`src/rtl/odc_pkg.sv`:
```
package odc_pkg;

  typedef enum logic [2:0] {
    ST_IDLE,
    ST_PREP,
    ST_READY,
    ST_TO_OD,
    ST_ACTIVE,
    ST_TO_NORM,
    ST_UNPREP,
    ST_DRAIN
  } odState_t;

  // Strobes from control to datapath
  typedef struct packed {
    logic setEn;
    logic clrEn;
    logic setSw;
    logic clrSw;
    logic waitOn;
    logic cntClr;
    logic errClr;
  } odStrobe_t;

endpackage

```
`src/rtl/odc_ctrl.sv`:
```
module odc_ctrl
  import odc_pkg::*;
(
  input  logic       clk,
  input  logic       rstN,
  input  logic       cfgWr,
  input  logic       cfgEn,
  input  logic       cfgSw,
  input  logic [1:0] voltScale,
  input  logic       regBypass,
  input  logic       stopEntry,
  input  logic       prepAck,
  input  logic       switchAck,
  input  logic       enBitQ,
  output odStrobe_t  stb,
  output logic       prepReq,
  output logic       switchReq,
  output logic       sysStall,
  output logic       enRdy,
  output logic       swRdy
);

  odState_t stQ, stNxt;
  logic     abortReq;
  logic     scaleOk;

  assign abortReq = stopEntry | regBypass;
  assign scaleOk  = (voltScale == 2'b01) || (voltScale == 2'b10);

  always_comb begin
    stNxt = stQ;
    stb   = '0;
    unique case (stQ)
      ST_IDLE: begin
        if (!abortReq && cfgWr && cfgEn && scaleOk) begin
          stNxt     = ST_PREP;
          stb.setEn = 1'b1;
        end
      end
      ST_PREP: begin
        if (prepAck) stNxt = ST_READY;
      end
      ST_READY: begin
        if (cfgWr) begin
          if (!cfgEn) begin
            stNxt     = ST_UNPREP;
            stb.clrEn = 1'b1;
          end else if (cfgSw) begin
            stNxt     = ST_TO_OD;
            stb.setSw = 1'b1;
          end
        end
      end
      ST_TO_OD: begin
        if (switchAck) stNxt = ST_ACTIVE;
      end
      ST_ACTIVE: begin
        if (cfgWr && !cfgSw) begin
          stNxt     = ST_TO_NORM;
          stb.clrSw = 1'b1;
          stb.clrEn = !cfgEn;
        end
      end
      ST_TO_NORM: begin
        if (!switchAck) stNxt = enBitQ ? ST_READY : ST_UNPREP;
      end
      ST_UNPREP: begin
        if (!prepAck) stNxt = ST_IDLE;
      end
      ST_DRAIN: begin
        if (!prepAck && !switchAck) stNxt = ST_IDLE;
      end
      default: stNxt = ST_IDLE;
    endcase

    // Stop entry or bypass cancels any over-drive activity
    if (abortReq && (stQ != ST_IDLE) && (stQ != ST_DRAIN)) begin
      stNxt     = ST_DRAIN;
      stb.setEn = 1'b0;
      stb.setSw = 1'b0;
      stb.clrEn = 1'b1;
      stb.clrSw = 1'b1;
    end

    stb.waitOn = (stQ inside {ST_PREP, ST_TO_OD, ST_TO_NORM, ST_UNPREP, ST_DRAIN});
    stb.cntClr = (stNxt != stQ);
    stb.errClr = cfgWr;
  end

  always_ff @(posedge clk) begin
    if (!rstN) stQ <= ST_IDLE;
    else       stQ <= stNxt;
  end

  assign prepReq   = (stQ inside {ST_PREP, ST_READY, ST_TO_OD, ST_ACTIVE, ST_TO_NORM});
  assign switchReq = (stQ inside {ST_TO_OD, ST_ACTIVE});
  assign sysStall  = (stQ inside {ST_TO_OD, ST_TO_NORM});
  assign enRdy     = (stQ inside {ST_READY, ST_TO_OD, ST_ACTIVE, ST_TO_NORM});
  assign swRdy     = (stQ inside {ST_ACTIVE, ST_TO_NORM});

endmodule

```
`src/rtl/odc_dpath.sv`:
```
module odc_dpath
  import odc_pkg::*;
#(
  parameter int ACK_TIMEOUT = 32
) (
  input  logic      clk,
  input  logic      rstN,
  input  odStrobe_t stb,
  output logic      enBit,
  output logic      swBit,
  output logic      timeoutErr
);

  localparam int CW = $clog2(ACK_TIMEOUT + 1);
  localparam logic [CW-1:0] CNT_MAX  = CW'(ACK_TIMEOUT);
  localparam logic [CW-1:0] CNT_LAST = CW'(ACK_TIMEOUT - 1);

  logic [CW-1:0] waitCnt;
  logic          tmoHit;

  assign tmoHit = stb.waitOn && !stb.cntClr && (waitCnt == CNT_LAST);

  always_ff @(posedge clk) begin
    if (!rstN) begin
      enBit <= 1'b0;
      swBit <= 1'b0;
    end else begin
      if (stb.clrEn)      enBit <= 1'b0;
      else if (stb.setEn) enBit <= 1'b1;
      if (stb.clrSw)      swBit <= 1'b0;
      else if (stb.setSw) swBit <= 1'b1;
    end
  end

  always_ff @(posedge clk) begin
    if (!rstN)                               waitCnt <= '0;
    else if (stb.cntClr)                     waitCnt <= '0;
    else if (stb.waitOn && waitCnt != CNT_MAX) waitCnt <= waitCnt + 1'b1;
  end

  always_ff @(posedge clk) begin
    if (!rstN)           timeoutErr <= 1'b0;
    else if (tmoHit)     timeoutErr <= 1'b1;
    else if (stb.errClr) timeoutErr <= 1'b0;
  end

endmodule

```
`src/rtl/odrive_ctrl.sv`:
```
module odrive_ctrl
  import odc_pkg::*;
#(
  parameter int ACK_TIMEOUT = 32
) (
  input  logic       clk,
  input  logic       rstN,
  input  logic       cfgWr,
  input  logic       cfgEn,
  input  logic       cfgSw,
  input  logic [1:0] voltScale,
  input  logic       regBypass,
  input  logic       stopEntry,
  input  logic       prepAck,
  input  logic       switchAck,
  output logic       enBit,
  output logic       swBit,
  output logic       enRdy,
  output logic       swRdy,
  output logic       prepReq,
  output logic       switchReq,
  output logic       sysStall,
  output logic       timeoutErr
);

  odStrobe_t stb;

  odc_ctrl u_ctrl (
    .clk       (clk),
    .rstN      (rstN),
    .cfgWr     (cfgWr),
    .cfgEn     (cfgEn),
    .cfgSw     (cfgSw),
    .voltScale (voltScale),
    .regBypass (regBypass),
    .stopEntry (stopEntry),
    .prepAck   (prepAck),
    .switchAck (switchAck),
    .enBitQ    (enBit),
    .stb       (stb),
    .prepReq   (prepReq),
    .switchReq (switchReq),
    .sysStall  (sysStall),
    .enRdy     (enRdy),
    .swRdy     (swRdy)
  );

  odc_dpath #(.ACK_TIMEOUT(ACK_TIMEOUT)) u_dpath (
    .clk        (clk),
    .rstN       (rstN),
    .stb        (stb),
    .enBit      (enBit),
    .swBit      (swBit),
    .timeoutErr (timeoutErr)
  );

endmodule

```
`config.mk`:
```
export PLATFORM = sky130hd
export DESIGN_NAME = odrive_ctrl
export DESIGN_NICKNAME = d
export VERILOG_FILES = /design/src/rtl/odc_pkg.sv /design/src/rtl/odc_ctrl.sv /design/src/rtl/odc_dpath.sv /design/src/rtl/odrive_ctrl.sv
export SDC_FILE = /design/constraint.sdc
export NUM_CORES = 1
export LEC_CHECK = 0
export ABC_CLOCK_PERIOD_IN_PS = 3800
export BUFFER_PORTS_ARGS = -buffer_cell sky130_fd_sc_hd__buf_2
export CAP_MARGIN = 20
export CORE_UTILIZATION = 55
export CTS_CLUSTER_SIZE = 40
export DETAILED_ROUTE_END_ITERATION = 10
export HOLD_SLACK_MARGIN = 0.12
export PLACE_DENSITY_LB_ADDON = 0.3
export SYNTH_ARGS = -nofsm -noshare
export SYNTH_HDL_FRONTEND = slang
export SYNTH_SLANG_ARGS = --single-unit
```
`constraint.sdc`:
```
create_clock -name clk -period 3.8 [get_ports clk]
set_input_delay 0.38 -clock clk [delete_from_list [all_inputs] [get_ports clk]]
set_output_delay 0.38 -clock clk [all_outputs]
set_load 0.005 [all_outputs]
```
==> load_flow_metrics.sql <==
INSERT INTO impl_metrics (metric_group, metric, value, unit) VALUES
('final_layout', 'post-route-cell-area', '1033', 'sq um'),
('power', 'vdd_ir_drop_max', '0.2998', 'mV'),
('worst_setup_path', 'cp.arrival', '2.36', 'ns'),
('final_layout', 'fillerInstances', '134', ''),
('timing', 'max_slew_margin', '0.5725', ''),
('yosys', 'yosys_warnings', '0', ''),
('yosys', 'syn-cell-area', '932.1', 'sq um'),
('routing', 'routedWlPerCell', '14.05', 'um'),
('routing', 'post_dr_vias_cell', '6.238', ''),
('place', 'placer_congestion_estimate', '0.8911', ''),
('outcome', 'outcome', 'finished clean', ''),
('yosys', 'syn_inst', '115', ''),
('grt', 'antenna_violations_before_repair', '0', ''),
('final_layout', 'final_core_util', '0.6705', ''),
('yosys', 'synth_largest_type_area_fraction', '0.2577', ''),
('clocking', 'tritoncts.num_buffers', '3', ''),
('yosys', 'synth-async-reset-ratio', '0', ''),
('yosys', 'synth_sequential_area_ratio', '0.2577', ''),
('clocking', 'cts.path.max_buffers', '2', ''),
('timing', 'tightest_slew', '0.6403', 'ns'),
('routing', 'detail_route.first_pass.iterations', '4', ''),
('worst_setup_path', 'timing.critical_path.depth', '5', ''),
('timing', 'worst_skew', '0.007909', 'ns'),
('routing', 'finalWirelength', '2066', 'um'),
('power', 'internal-power', '0.2480', 'mW'),
('power', 'p_total', '0.4066', 'mW'),
('yosys', 'synth.top_cells.by_area', 'sky130_fd_sc_hd__dfxtp_1, sky130_fd_sc_hd__nor4_1, sky130_fd_sc_hd__nand2b_1', ''),
('timing', 'worst_hold_slack', '0.4057', 'ns'),
('die', 'initial_core_util', '0.6047', ''),
('worst_hold_path', 'worst_hold_path_type', 'input port to register', ''),
('worst_hold_path', 'hold_path.startpoint', 'rstN', ''),
('power', 'clock_power_share', '0.185', ''),
('clocking', 'cts.repair.resized', '0', ''),
('clocking', 'ctsHoldBuffers', '0', ''),
('power', 'power.share.switching', '0.3902', ''),
('clocking', 'clock-root-buffer', 'sky130_fd_sc_hd__clkbuf_4', ''),
('die', 'die-height', '43.17', 'um'),
('worst_setup_path', 'cell_family_with_most_cp_delay', 'flip-flops', ''),
('yosys', 'synth_fp_nets', '128', ''),
('place', 'placedInstanceArea', '1011', 'sq um'),
('worst_setup_path', 'r2r_setup_slack', '1.57', 'ns'),
('timing', 'grt_setup_unrepaired', 'false', ''),
('worst_setup_path', 'slowest_delay', '0.73', 'ns'),
('worst_setup_path', 'critical-path-slowest-cell', 'sky130_fd_sc_hd__dfxtp_1', ''),
('worst_setup_path', 'cp-end-kind', 'register', ''),
('worst_setup_path', 'timing.rr.start', 'u_ctrl.stQ[2]$_SDFF_PN0_', ''),
('yosys', 'synth_edf_count', '0', ''),
('clocking', 'worstSkewPairLatency', '0.27', 'ns'),
('clocking', 'cts_tree', 'yes', ''),
('worst_hold_path', 'worstHoldPathCells', '3', ''),
('grt', 'first_global_vias', '863', ''),
('routing', 'routed-via-count', '917', ''),
('yosys', 'ys_types', '47', ''),
('worst_setup_path', 'timing.critical_path.from_type', 'register', ''),
('timing', 'fin_setup_tns', '0', 'ns'),
('clocking', 'htree_depth', '1', ''),
('grt', 'grt_start_max_net_pins', '22', ''),
('power', 'cellLeakagePower', '0.3868', 'nW'),
('grt', 'groute.usage.overall', '0.2476', ''),
('timing', 'period_minus_slack', '2.233', 'ns'),
('grt', 'grt_remaining_overflow', '0', ''),
('power', 'sequentialPowerShare', '0.408', ''),
('yosys', 'ys_seq_elements', '12', ''),
('final_layout', 'fin_nets', '146', ''),
('place', 'hpwlAfterDp', '1483', 'um'),
('power', 'power_switching', '0.1587', 'mW'),
('final_layout', 'antenna-diode-count', '0', ''),
('yosys', 'synth_top_flop_cell', 'sky130_fd_sc_hd__dfxtp_1', ''),
('clocking', 'clock_sinks', '12', ''),
('yosys', 'synth.most_common_cell', 'sky130_fd_sc_hd__dfxtp_1', ''),
('power', 'power.density_cell_area', '393.5', 'nW/um^2');
-- worst register-to-register path, cell delays in order (launching register included) --
cell and delay (ns):
sky130_fd_sc_hd__dfxtp_1 0.73, sky130_fd_sc_hd__or2b_1 0.33, sky130_fd_sc_hd__a311o_2 0.38, sky130_fd_sc_hd__nor4b_1 0.29
sky130_fd_sc_hd__o32a_2 0.29, sky130_fd_sc_hd__nor4_1 0.08
-- flip-flops by register name, summed over array words and instances, names as in the netlist --
register / cells
u_ctrl.stQ: 3
u_dpath.enBit: 1
u_dpath.swBit: 1
u_dpath.timeoutErr: 1
u_dpath.waitCnt: 6
-- cells in the final DEF (no fill, tap or decap), types with 3 or more instances in the layout --
master                     instances
sky130_fd_sc_hd__nand4_1           3
sky130_fd_sc_hd__o21ai_0           5
sky130_fd_sc_hd__nor4_1            7
sky130_fd_sc_hd__nor3_1            4
sky130_fd_sc_hd__dfxtp_1          12
sky130_fd_sc_hd__nand2_1           5
sky130_fd_sc_hd__clkbuf_4          3
sky130_fd_sc_hd__inv_1             4
sky130_fd_sc_hd__nand2b_1          6
sky130_fd_sc_hd__nor2_1            7
sky130_fd_sc_hd__buf_2            18
sky130_fd_sc_hd__xor2_1            4
sky130_fd_sc_hd__nor2b_1           3
sky130_fd_sc_hd__a21oi_1           6
-- final timing paths --
check / end
hold reg to reg: u_dpath.timeoutErr$_SDFFE_PN0P_
setup reg to reg: u_dpath.waitCnt[2]$_SDFFE_PP0P_
setup / recovery: u_dpath.waitCnt[2]$_SDFFE_PP0P_
hold / removal: u_dpath.swBit$_SDFFE_PP0P_
-- metal layers --
layer,wire (um),up-vias,part of all wire,global-route usage
li1,-,460,-,-
met1,904,415,0.44,0.3063
met2,931,38,0.45,0.4090
met3,195,4,0.094,0.06383
met4,34,0,0.016,0.09091
met5,0,-,0,0
-- cell type report --
class | count | area, sq um | area share
clock buffers | 3 | 22.52 | 0.02179
inverters | 4 | 15.01 | 0.01453
multi-input cells | 94 | 645.6 | 0.6247
flip-flops and latches | 12 | 240.2 | 0.2324
well taps | 16 | 20.02 | 0.01937
repair buffers | 18 | 90.09 | 0.08717
-- cell families (layout without fill, tap and decap cells) --
logic type / count (synthesis) / after routing / synth area share
AOI/OAI and AO/OA: 26 / 26 / 0.1919
DFF: 12 / 12 / 0.2577
and+or+nand+nor: 60 / 60 / 0.4175
xor gates and xnor gates: 6 / 6 / 0.05638
adders and majority gates: 2 / 2 / 0.02684
buffers and inverters: 9 / 25 / 0.04965
-- power groups by stage --
stage	sequential, mW	combinational [mW]	clock, mW
after global routing	0.170	0.181	0.0817
after global placement	0.165	0.160	0
after CTS	0.165	0.164	0.0767
final	0.166	0.166	0.0751
after detailed placement	0.168	0.163	0
after floorplan	0.143	0.150	0
Note: power is estimated with default switching activity, not from simulation.
